### src/rtl/mdio_pkg.sv
package mdio_pkg;
  localparam int PHY_W  = 5;
  localparam int REG_W  = 5;
  localparam int DATA_W = 16;
  localparam int WORD_W = 32;
  localparam int HDR_BITS = 32;

  localparam logic [1:0] ADR_CTRL  = 2'd0;
  localparam logic [1:0] ADR_USER  = 2'd1;
  localparam logic [1:0] ADR_ALIVE = 2'd2;

  localparam int CTRL_IDLE  = 31;
  localparam int CTRL_EN    = 30;
  localparam int CTRL_FAULT = 19;
  localparam int CTRL_FEN   = 18;
  localparam int USER_GO    = 31;
  localparam int USER_WR    = 30;
  localparam int USER_ACK   = 29;
  localparam int USER_REG_LO = 21;
  localparam int USER_PHY_LO = 16;

  localparam logic [REG_W-1:0] SCAN_REG = 5'd1;

  typedef struct packed {
    logic              wr;
    logic [PHY_W-1:0]  phy;
    logic [REG_W-1:0]  rg;
    logic [DATA_W-1:0] data;
  } mdio_req_t;
endpackage

### src/rtl/mdio_clkgen.sv
module mdio_clkgen #(
  parameter int DIV_W = 8
) (
  input  logic             clk,
  input  logic             rst,
  input  logic             en,
  input  logic [DIV_W-1:0] div,
  output logic             mdc,
  output logic             rise_ev,
  output logic             fall_ev
);
  logic [DIV_W-1:0] cnt;
  logic [DIV_W-1:0] lim;
  logic [DIV_W:0]   lim_p1;
  logic [DIV_W-1:0] half;
  logic [DIV_W-1:0] cnt_nx;

  always_comb begin
    lim     = (div == '0) ? DIV_W'(1) : div;
    lim_p1  = {1'b0, lim} + 1'b1;
    half    = lim_p1[DIV_W:1];
    cnt_nx  = cnt + 1'b1;
    fall_ev = en && (cnt >= lim);
    rise_ev = en && (cnt < lim) && (cnt_nx == half);
  end

  always_ff @(posedge clk) begin
    if (rst || !en) begin
      cnt <= '0;
      mdc <= 1'b0;
    end else if (fall_ev) begin
      cnt <= '0;
      mdc <= 1'b0;
    end else begin
      cnt <= cnt_nx;
      if (rise_ev) mdc <= 1'b1;
    end
  end
endmodule

### src/rtl/mdio_frame.sv
module mdio_frame
  import mdio_pkg::*;
#(
  parameter int PRE_LEN = 32
) (
  input  logic              clk,
  input  logic              rst,
  input  logic              fall_ev,
  input  logic              rise_ev,
  input  logic              req_valid,
  input  mdio_req_t         req,
  output logic              req_take,
  output logic              busy,
  output logic              done,
  output logic              ack,
  output logic [DATA_W-1:0] rd_data,
  output logic              mdio_o,
  output logic              mdio_oe,
  input  logic              mdio_i
);
  localparam int FRAME_LEN = PRE_LEN + HDR_BITS;
  localparam int CNT_W     = $clog2(FRAME_LEN + 1);
  localparam logic [CNT_W-1:0] C_END  = CNT_W'(FRAME_LEN);
  localparam logic [CNT_W-1:0] C_PRE  = CNT_W'(PRE_LEN);
  localparam logic [CNT_W-1:0] C_TA0  = CNT_W'(PRE_LEN + 14);
  localparam logic [CNT_W-1:0] C_TA1  = CNT_W'(PRE_LEN + 15);
  localparam logic [CNT_W-1:0] C_DAT0 = CNT_W'(PRE_LEN + 16);

  logic [CNT_W-1:0]    bcnt;
  logic [CNT_W-1:0]    sidx;
  logic [HDR_BITS-1:0] shreg;
  logic                is_wr;

  assign req_take = fall_ev && !busy && req_valid;
  assign sidx     = bcnt - 1'b1;

  always_ff @(posedge clk) begin
    if (rst) begin
      busy    <= 1'b0;
      bcnt    <= '0;
      shreg   <= '0;
      is_wr   <= 1'b0;
      done    <= 1'b0;
      ack     <= 1'b0;
      rd_data <= '0;
      mdio_o  <= 1'b1;
      mdio_oe <= 1'b0;
    end else begin
      done <= 1'b0;
      if (fall_ev) begin
        if (!busy) begin
          if (req_valid) begin
            busy    <= 1'b1;
            bcnt    <= CNT_W'(1);
            is_wr   <= req.wr;
            ack     <= 1'b0;
            shreg   <= {2'b01, req.wr ? 2'b01 : 2'b10, req.phy, req.rg,
                        req.wr ? 2'b10 : 2'b11,
                        req.wr ? req.data : {DATA_W{1'b1}}};
            mdio_o  <= 1'b1;
            mdio_oe <= 1'b1;
          end
        end else if (bcnt == C_END) begin
          busy    <= 1'b0;
          done    <= 1'b1;
          mdio_o  <= 1'b1;
          mdio_oe <= 1'b0;
        end else begin
          bcnt <= bcnt + 1'b1;
          if (bcnt < C_PRE) begin
            mdio_o  <= 1'b1;
            mdio_oe <= 1'b1;
          end else begin
            mdio_o  <= shreg[HDR_BITS-1];
            shreg   <= {shreg[HDR_BITS-2:0], 1'b0};
            mdio_oe <= is_wr || (bcnt < C_TA0);
          end
        end
      end else if (rise_ev && busy && !is_wr) begin
        if (sidx == C_TA1) ack <= !mdio_i;
        if (sidx >= C_DAT0) rd_data <= {rd_data[DATA_W-2:0], mdio_i};
      end
    end
  end
endmodule

### src/rtl/mdio_master.sv
module mdio_master
  import mdio_pkg::*;
#(
  parameter int DIV_W   = 8,
  parameter int PRE_LEN = 32
) (
  input  logic        clk,
  input  logic        rst,
  input  logic        wr_en,
  input  logic [1:0]  addr,
  input  logic [31:0] wdata,
  output logic [31:0] rdata,
  output logic        mdc,
  output logic        mdio_o,
  output logic        mdio_oe,
  input  logic        mdio_i
);
  localparam int NPHY = 1 << PHY_W;

  logic [DIV_W-1:0]  div_q;
  logic              en_q, fault_q, fen_q;
  logic              go_q, wr_q, ack_q, user_run;
  logic [PHY_W-1:0]  phy_q, scan_ptr;
  logic [REG_W-1:0]  reg_q;
  logic [DATA_W-1:0] data_q;
  logic [NPHY-1:0]   alive_q;
  logic              rise_ev, fall_ev;
  logic              f_take, f_busy, f_done, f_ack;
  logic [DATA_W-1:0] f_data;
  logic              host_user_wr;
  mdio_req_t         req;
  logic [31:0]       rd_mux;

  assign host_user_wr = wr_en && (addr == ADR_USER);

  always_comb begin
    if (go_q) req = '{wr: wr_q, phy: phy_q, rg: reg_q, data: data_q};
    else      req = '{wr: 1'b0, phy: scan_ptr, rg: SCAN_REG, data: '0};
  end

  mdio_clkgen #(.DIV_W(DIV_W)) u_clk (
    .clk(clk), .rst(rst), .en(en_q), .div(div_q),
    .mdc(mdc), .rise_ev(rise_ev), .fall_ev(fall_ev)
  );

  mdio_frame #(.PRE_LEN(PRE_LEN)) u_frame (
    .clk(clk), .rst(rst), .fall_ev(fall_ev), .rise_ev(rise_ev),
    .req_valid(1'b1), .req(req), .req_take(f_take), .busy(f_busy),
    .done(f_done), .ack(f_ack), .rd_data(f_data),
    .mdio_o(mdio_o), .mdio_oe(mdio_oe), .mdio_i(mdio_i)
  );

  always_ff @(posedge clk) begin
    if (rst) begin
      div_q    <= '0;
      en_q     <= 1'b0;
      fault_q  <= 1'b0;
      fen_q    <= 1'b0;
      go_q     <= 1'b0;
      wr_q     <= 1'b0;
      ack_q    <= 1'b0;
      phy_q    <= '0;
      reg_q    <= '0;
      data_q   <= '0;
      alive_q  <= '0;
      scan_ptr <= '0;
      user_run <= 1'b0;
    end else begin
      if (wr_en && addr == ADR_CTRL) begin
        div_q   <= wdata[DIV_W-1:0];
        en_q    <= wdata[CTRL_EN];
        fault_q <= wdata[CTRL_FAULT];
        fen_q   <= wdata[CTRL_FEN];
      end
      if (host_user_wr && !go_q) begin
        go_q   <= wdata[USER_GO];
        wr_q   <= wdata[USER_WR];
        ack_q  <= 1'b0;
        reg_q  <= wdata[USER_REG_LO +: REG_W];
        phy_q  <= wdata[USER_PHY_LO +: PHY_W];
        data_q <= wdata[DATA_W-1:0];
      end
      if (f_take) user_run <= go_q;
      if (f_done) begin
        if (user_run) begin
          go_q  <= 1'b0;
          ack_q <= f_ack;
          if (!wr_q) data_q <= f_data;
        end else begin
          alive_q[scan_ptr] <= f_ack;
          scan_ptr          <= scan_ptr + 1'b1;
        end
      end
    end
  end

  always_comb begin
    rd_mux = '0;
    case (addr)
      ADR_CTRL: begin
        rd_mux[DIV_W-1:0]  = div_q;
        rd_mux[CTRL_IDLE]  = !f_busy;
        rd_mux[CTRL_EN]    = en_q;
        rd_mux[CTRL_FAULT] = fault_q;
        rd_mux[CTRL_FEN]   = fen_q;
      end
      ADR_USER: begin
        rd_mux[USER_GO]                 = go_q;
        rd_mux[USER_WR]                 = wr_q;
        rd_mux[USER_ACK]                = ack_q;
        rd_mux[USER_REG_LO +: REG_W]    = reg_q;
        rd_mux[USER_PHY_LO +: PHY_W]    = phy_q;
        rd_mux[DATA_W-1:0]              = data_q;
      end
      ADR_ALIVE: rd_mux[NPHY-1:0] = alive_q;
      default:   rd_mux = '0;
    endcase
  end

  always_ff @(posedge clk) begin
    if (rst) rdata <= '0;
    else     rdata <= rd_mux;
  end
endmodule

### config.mk
export PLATFORM = sky130hd
export DESIGN_NAME = mdio_master
export DESIGN_NICKNAME = d
export VERILOG_FILES = /design/src/rtl/mdio_pkg.sv /design/src/rtl/mdio_clkgen.sv /design/src/rtl/mdio_frame.sv /design/src/rtl/mdio_master.sv
export SDC_FILE = /design/constraint.sdc
export NUM_CORES = 1
export LEC_CHECK = 0
export BUFFER_PORTS_ARGS = -buffer_cell sky130_fd_sc_hd__buf_2
export CAP_MARGIN = 10
export CORE_ASPECT_RATIO = 0.8
export CORE_UTILIZATION = 55
export CTS_BUF_LIST = sky130_fd_sc_hd__clkbuf_4 sky130_fd_sc_hd__clkbuf_8
export DETAILED_ROUTE_END_ITERATION = 6
export GPL_ROUTABILITY_DRIVEN = 0
export PLACE_DENSITY = 0.72
export SLEW_MARGIN = 5
export SYNTH_ARGS = -nofsm -noshare
export SYNTH_HDL_FRONTEND = slang
export SYNTH_SLANG_ARGS = --single-unit
### constraint.sdc
create_clock -name clk -period 4.3 [get_ports clk]
set_clock_uncertainty 0.1 [all_clocks]
set_input_delay 0 -clock clk [delete_from_list [all_inputs] [get_ports clk]]
set_output_delay 0 -clock clk [all_outputs]
set_load 0.005 [all_outputs]
# Word-level counts from Yosys, hierarchy flattened
# Cells that the tools add are included.
# totals
elab_cells	122
inputBits	38
out_inout_bits	35
latch_bits	0
memories	0
romBits	0
ram_bits	0
reg_bits	180
# classes
n_bitwise	4
eq_ne	8
div	0
shifts	0
multipliers	0
mux	42
add_sub_neg	5
magnitude_cmp	7
reduce_logical	30
# op_table
operator	count
two-way mux 32 bit	3
two-way mux 16 bit	5
bitwise mux 32 bit	1
two-way mux 27 bit	1
case mux 8 bit (3 select lines)	1
two-way mux 1 bit	21
case mux 10 bit (2 select lines)	1
< comparator 7 x 6 -> 1 bit, second input constant	2
two-way mux 7 bit	2
case mux 2 bit (3 select lines)	2
case mux 6 bit (2 select lines)	1
logical AND 1 bit	10
adder 8 x 1 -> 9 bit, second input constant	1
AND reduction 3 bit	3
adder 8 x 1 -> 8 bit, second input constant	1
== test 8 bit	1
greater-or-equal comparator 8 bit	1
logical NOT 8 bit	1
< comparator 8 bit	1
two-way mux 8 bit	1
adder 7 x 1 -> 7 bit, second input constant	1
== test 7 x 6 -> 1 bit, second input constant	1
== test 7 bit, second input constant	1
greater-or-equal comparator 7 x 6 -> 1 bit, second input constant	1
18 further kinds	32

# Longest topological paths before layout
# depth
word_depth	9
mapped_depth	13
mapped_depth_nobuf	10

# Cells and area by module
# A second synthesis with hierarchy kept.
# unflattened
cells_unflattened	946
hier_area_um2	8471.9
# modules_own_cells
mod	cells_each	seq_area_each_um2	n_inst	area_each_um2
mdio_master	530	2202.1	1	4724.5
mdio_frame	310	1221.2	1	2899.0
mdio_clkgen	106	180.2	1	848.3

# Worst setup path before layout
# Ideal clock, no wire load.
# synth_path
path_type	register to register
from	reg div_q[2]
to	reg u_frame.rd_data[10]
setup_ps	132
slack_ps	1201
arrival_ps	2867
path_stages_with_launch	14
path_cell_list	dfxtp_1 > buf_6 > nor4_2 > a31o_2 > ha_1 > nand2b_1 > a221oi_2 > o2bb2ai_1 > nand2b_1 > or3_1 > clkbuf_1 > buf_4 > o31ai_2 > a21oi_1
# synth_via
elab_chain_len	8
elab_cells_between_ends	13
cone_classes	1 x add/sub; 2 x order compare; 1 x eq/ne; 1 x mux; 1 x bitwise; 7 x reduce/logical
# synth_lines
element	line	rtl
from (decl)	mdio_master.sv:20	logic [DIV_W-1:0] div_q;
from (signal assigned)	mdio_master.sv:70	div_q <= wdata[DIV_W-1:0];
logical NOT 8 bit	mdio_clkgen.sv:19	lim = (div == '0) ? DIV_W'(1) : div;
two-way mux 8 bit *	mdio_clkgen.sv:19	
adder 8 x 1 -> 9 bit or < comparator 8 bit (tied branches)	mdio_clkgen.sv:20, mdio_clkgen.sv:24	
== test 8 bit or logical AND 1 bit (tied branches)	mdio_clkgen.sv:24	rise_ev = en && (cnt < lim) && (cnt_nx == half);
logical AND 1 bit	mdio_clkgen.sv:24	
logical AND 1 bit (2 in series)	mdio_frame.sv:79	end else if (rise_ev && busy && !is_wr) begin
AND reduction 3 bit (no line) *	n/a	
to (signal assigned)	mdio_frame.sv:81	if (sidx >= C_DAT0) rd_data <= {rd_data[DATA_W-2:0], mdio_i};
to (decl)	mdio_frame.sv:16	output logic [DATA_W-1:0] rd_data,
# Mark *: on every way between the ends. The rest lies on a longest branch, timed or not.
# A chain may end at the register's enable or synchronous reset.

# Worst setup path in the final report
# layout_path
from	reg div_q[2]
to	reg u_frame.rd_data[0]
# The elaborated chain is that of the path after synthesis.

==> impl_metrics.csv <==
group,metric,value,unit
finish,stdcell_count,1193,
placement,io_buffer_count,68,
finish,drive_gt1_frac,0.136,
timing,slew_headroom,0.166,
clock_tree,clock_latency,0.47,ns
run,maxCapViolCount,0,
synthesis,yosysTopAreaCell,"dfxtp_1",
clock_tree,hold_buffers,36,
setup_path,required,4.53,ns
synthesis,ys_ff_latch,180,
clock_tree,ctsResizeCount,0,
timing,setup_tns,0,ns
detailed_routing,drt_iter0_drc,685,
setup_path,reg2reg_from,"div_q[2]$_SDFFE_PP0P_",
detailed_routing,drt_pass1_iterations,6,
floorplan,initial_core_util,0.563,
synthesis,synth_top_cell_area_share,0.449,
finish,n_antenna_cell,0,
synthesis,syn_avg_cell_area,8.57,um2
synthesis,synth-edff-count,0,
pwr,p_leak,3.24,nW
clock_tree,cts_max_path_buffers,2,
pwr,finalPower,2.97,mW
synthesis,async_reset_ff_frac,0,
clock_tree,cts.clk_slew.worst_paths,0.09,ns
synthesis,synth.area.top_cells,"dfxtp_1, nand2_1, a21oi_1",
timing,layout_worst_path_cycle_share,0.816,
timing,fmax,285,MHz
pwr,combPwrFrac,0.070,
finish,fin_nets,1053,
timing,hold_ws,0.0229,ns
pwr,swShare,0.264,
clock_tree,cts.root.buffer_cell,"clkbuf_8",
floorplan,io_pins,73,
detailed_routing,viasPerCell,5.87,
synthesis,synthTopCellsByCount,"dfxtp_1, nand2_1, nor2_1",
finish,final_util,0.637,
clock_tree,htreeDepth,4,
pwr,power_frac_seq,0.576,
synthesis,syn-num-nets,993,
synthesis,synth_most_common_cell,"dfxtp_1",
global_route,grt-ovfl-total,0,
detailed_routing,routed_wl,20.6,mm
min_path,min_to,"rdata[0]$_SDFF_PP0_",
setup_path,worstRegToRegCells,10,
min_path,holdPathStages,4,
detailed_routing,vias,6998,
min_path,hold_class,"primary input to flop",
min_path,min_from,"addr[1]",
synthesis,synth_cell_type_count,60,
clock_tree,cts-buffers-inserted,17,
timing,finalSetupViolCount,0,
synthesis,seq_area_frac_synth,0.449,
pwr,power.switching,0.783,mW
setup_path,worstSetupPathType,"flop to flop",
setup_path,worstPathArrival,3.73,ns
global_route,grt_max_degree,81,
floorplan,row_count,39,
floorplan,core_area,0.0142,mm2
global_route,grt_pass1_wl,32.8,mm
setup_path,start_kind,"flop",
pwr,internal-power,2.19,mW
global_route,grt_use_total,0.286,
timing,fin_crit,3.51,ns
floorplan,die-area,0.0151,mm2
pwr,p_clk_frac,0.353,
timing,final-hold-violation-count,0,
synthesis,netlist_area,0.00803,mm2
timing,rsz0062_at_grt,"no",
setup_path,r2r_slack,0.79,ns
pwr,vdd_ir_drop_max,0.295,mV
setup_path,worst_setup_path_end_kind,"flop",
detailed_routing,drc,0,
timing,worstMarginPinSlew,1.25,ns
clock_tree,cts_sinks,180,
global_route,first_global_vias,6349,
setup_path,cp_max_fo,16,
pwr,powerDensity,327,mW/mm2
detailed_routing,post_drt_wl_per_cell,17.3,um
synthesis,synthFlopType,"dfxtp_1",
outcome,status,"finished clean",
timing,drv_slew,0,
synthesis,yosys_warnings,0,
finish,area_growth,13.2,%
placement,detailed_place_hpwl,13.4,mm
synthesis,postSynthCellCount,936,
clock_tree,post_cts_buffers,0,
global_route,antenna_found_initial,0,
floorplan,fp.dieH,110,um
floorplan,die_w,137,um
detailed_routing,postRouteAntennaNets,0,
clock_tree,tritoncts,"done",
setup_path,rr_endpoint,"u_frame.rd_data[0]$_SDFFE_PP0P_",
placement,dp_cells,1125,
worst max path at each step:
stage,start,endpoint,slack (ns)
detailed placement,div_q[2]$_SDFFE_PP0P_,u_frame.rd_data[0]$_SDFFE_PP0P_,0.88
global route,div_q[2]$_SDFFE_PP0P_,u_frame.rd_data[0]$_SDFFE_PP0P_,0.58
CTS,div_q[2]$_SDFFE_PP0P_,u_frame.rd_data[1]$_SDFFE_PP0P_,0.84
floorplan,div_q[2]$_SDFFE_PP0P_,u_frame.rd_data[10]$_SDFFE_PP0P_,1.20
global placement,div_q[2]$_SDFFE_PP0P_,u_frame.rd_data[11]$_SDFFE_PP0P_,0.91
finish,div_q[2]$_SDFFE_PP0P_,u_frame.rd_data[0]$_SDFFE_PP0P_,0.79
area by class of cell:
| type | instances | area (um2) |
|---|---|---|
| fill | 1220 | 5170 |
| multi-input combinational | 663 | 4040 |
| sequential | 180 | 3600 |
| timing repair buffer | 114 | 778 |
| clock buffer | 18 | 248 |
| tap | 184 | 230 |
| clock inverter | 14 | 105 |
| inverter | 20 | 75.1 |
critical path, stage by stage, from the launching register on:
cell	delay (ns)
dfxtp_1	0.41
nor4_2	0.37
a31o_2	0.21
ha_1	0.21
nand2b_1	0.16
a221oi_2	0.27
o2bb2ai_1	0.22
nand2b_1	0.26
or3_1	0.70
o31ai_1	0.36
a21oi_1	0.10
per-layer routing:
metal  track usage  vias to the layer above  wire length [um]
met3        0.0750                       24              1500
met2         0.432                      232              9080
li1              -                     3447                 -
met1         0.401                     3295              9760
met4        0.0769                        0               255
met5             0                        -                 0
power groups by stage:
stage,clock [mW],sequential (mW),combinational [mW]
6_report,1.05,1.71,0.208
5_1_grt,1.13,1.72,0.228
4_1_cts,1.06,1.71,0.206
3_5_place_dp,0,1.75,0.181
3_3_place_gp,0,1.75,0.179
2_1_floorplan,0,1.74,0.133
logic make-up after synthesis:
family / count (synthesis) / share of synthesized area
and+or+nand+nor: 362 / 0.214
AOI/OAI and AO/OA: 228 / 0.193
DFF: 180 / 0.449
buffers and inverters: 93 / 0.0477
muxes: 31 / 0.0388
xor gates and xnor gates: 23 / 0.0278
adders and majority gates: 19 / 0.0296
state kept, by name, summed over array words and instances (netlist names), 5 cells and up:
name,count
u_clk.cnt,8
phy_q,5
u_frame.bcnt,7
reg_q,5
alive_q,32
div_q,8
scan_ptr,5
rdata,32
u_frame.rd_data,16
u_frame.shreg,32
data_q,16
through the flow:
step                      area, um2  setup slack, ns
after global placement         8370            0.906
after global routing           9080            0.584
after floorplan                8030             1.20
final                          9080            0.791
after CTS                      9080            0.835
after detailed placement       8370            0.876
cells in the final DEF (no fill, tap or decap), types with 4 or more instances in the layout:
| cell type | instances |
|---|---|
| dfxtp_1 | 180 |
| nand2_1 | 124 |
| nor2_1 | 107 |
| a21oi_1 | 83 |
| buf_2 | 67 |
| dlygate4sd3_1 | 36 |
| o21ai_0 | 32 |
| a311oi_1 | 31 |
| mux2i_1 | 30 |
| nand3_1 | 27 |
| or3_1 | 25 |
| inv_1 | 20 |
| nand4_1 | 20 |
| a22oi_1 | 19 |
| ha_1 | 19 |
| clkbuf_8 | 18 |
| xnor2_1 | 13 |
| a222oi_1 | 12 |
| nor3_1 | 12 |
| a211oi_1 | 11 |
| buf_4 | 11 |
| o31ai_2 | 10 |
| and2_1 | 9 |
| xor2_1 | 8 |
| o31ai_1 | 7 |
| or2_2 | 5 |
| clkinvlp_4 | 5 |
| nor3b_1 | 4 |
| nand2b_1 | 4 |
| o21a_1 | 4 |
| clkinv_4 | 4 |
Note: power is estimated with default switching activity, not from simulation.
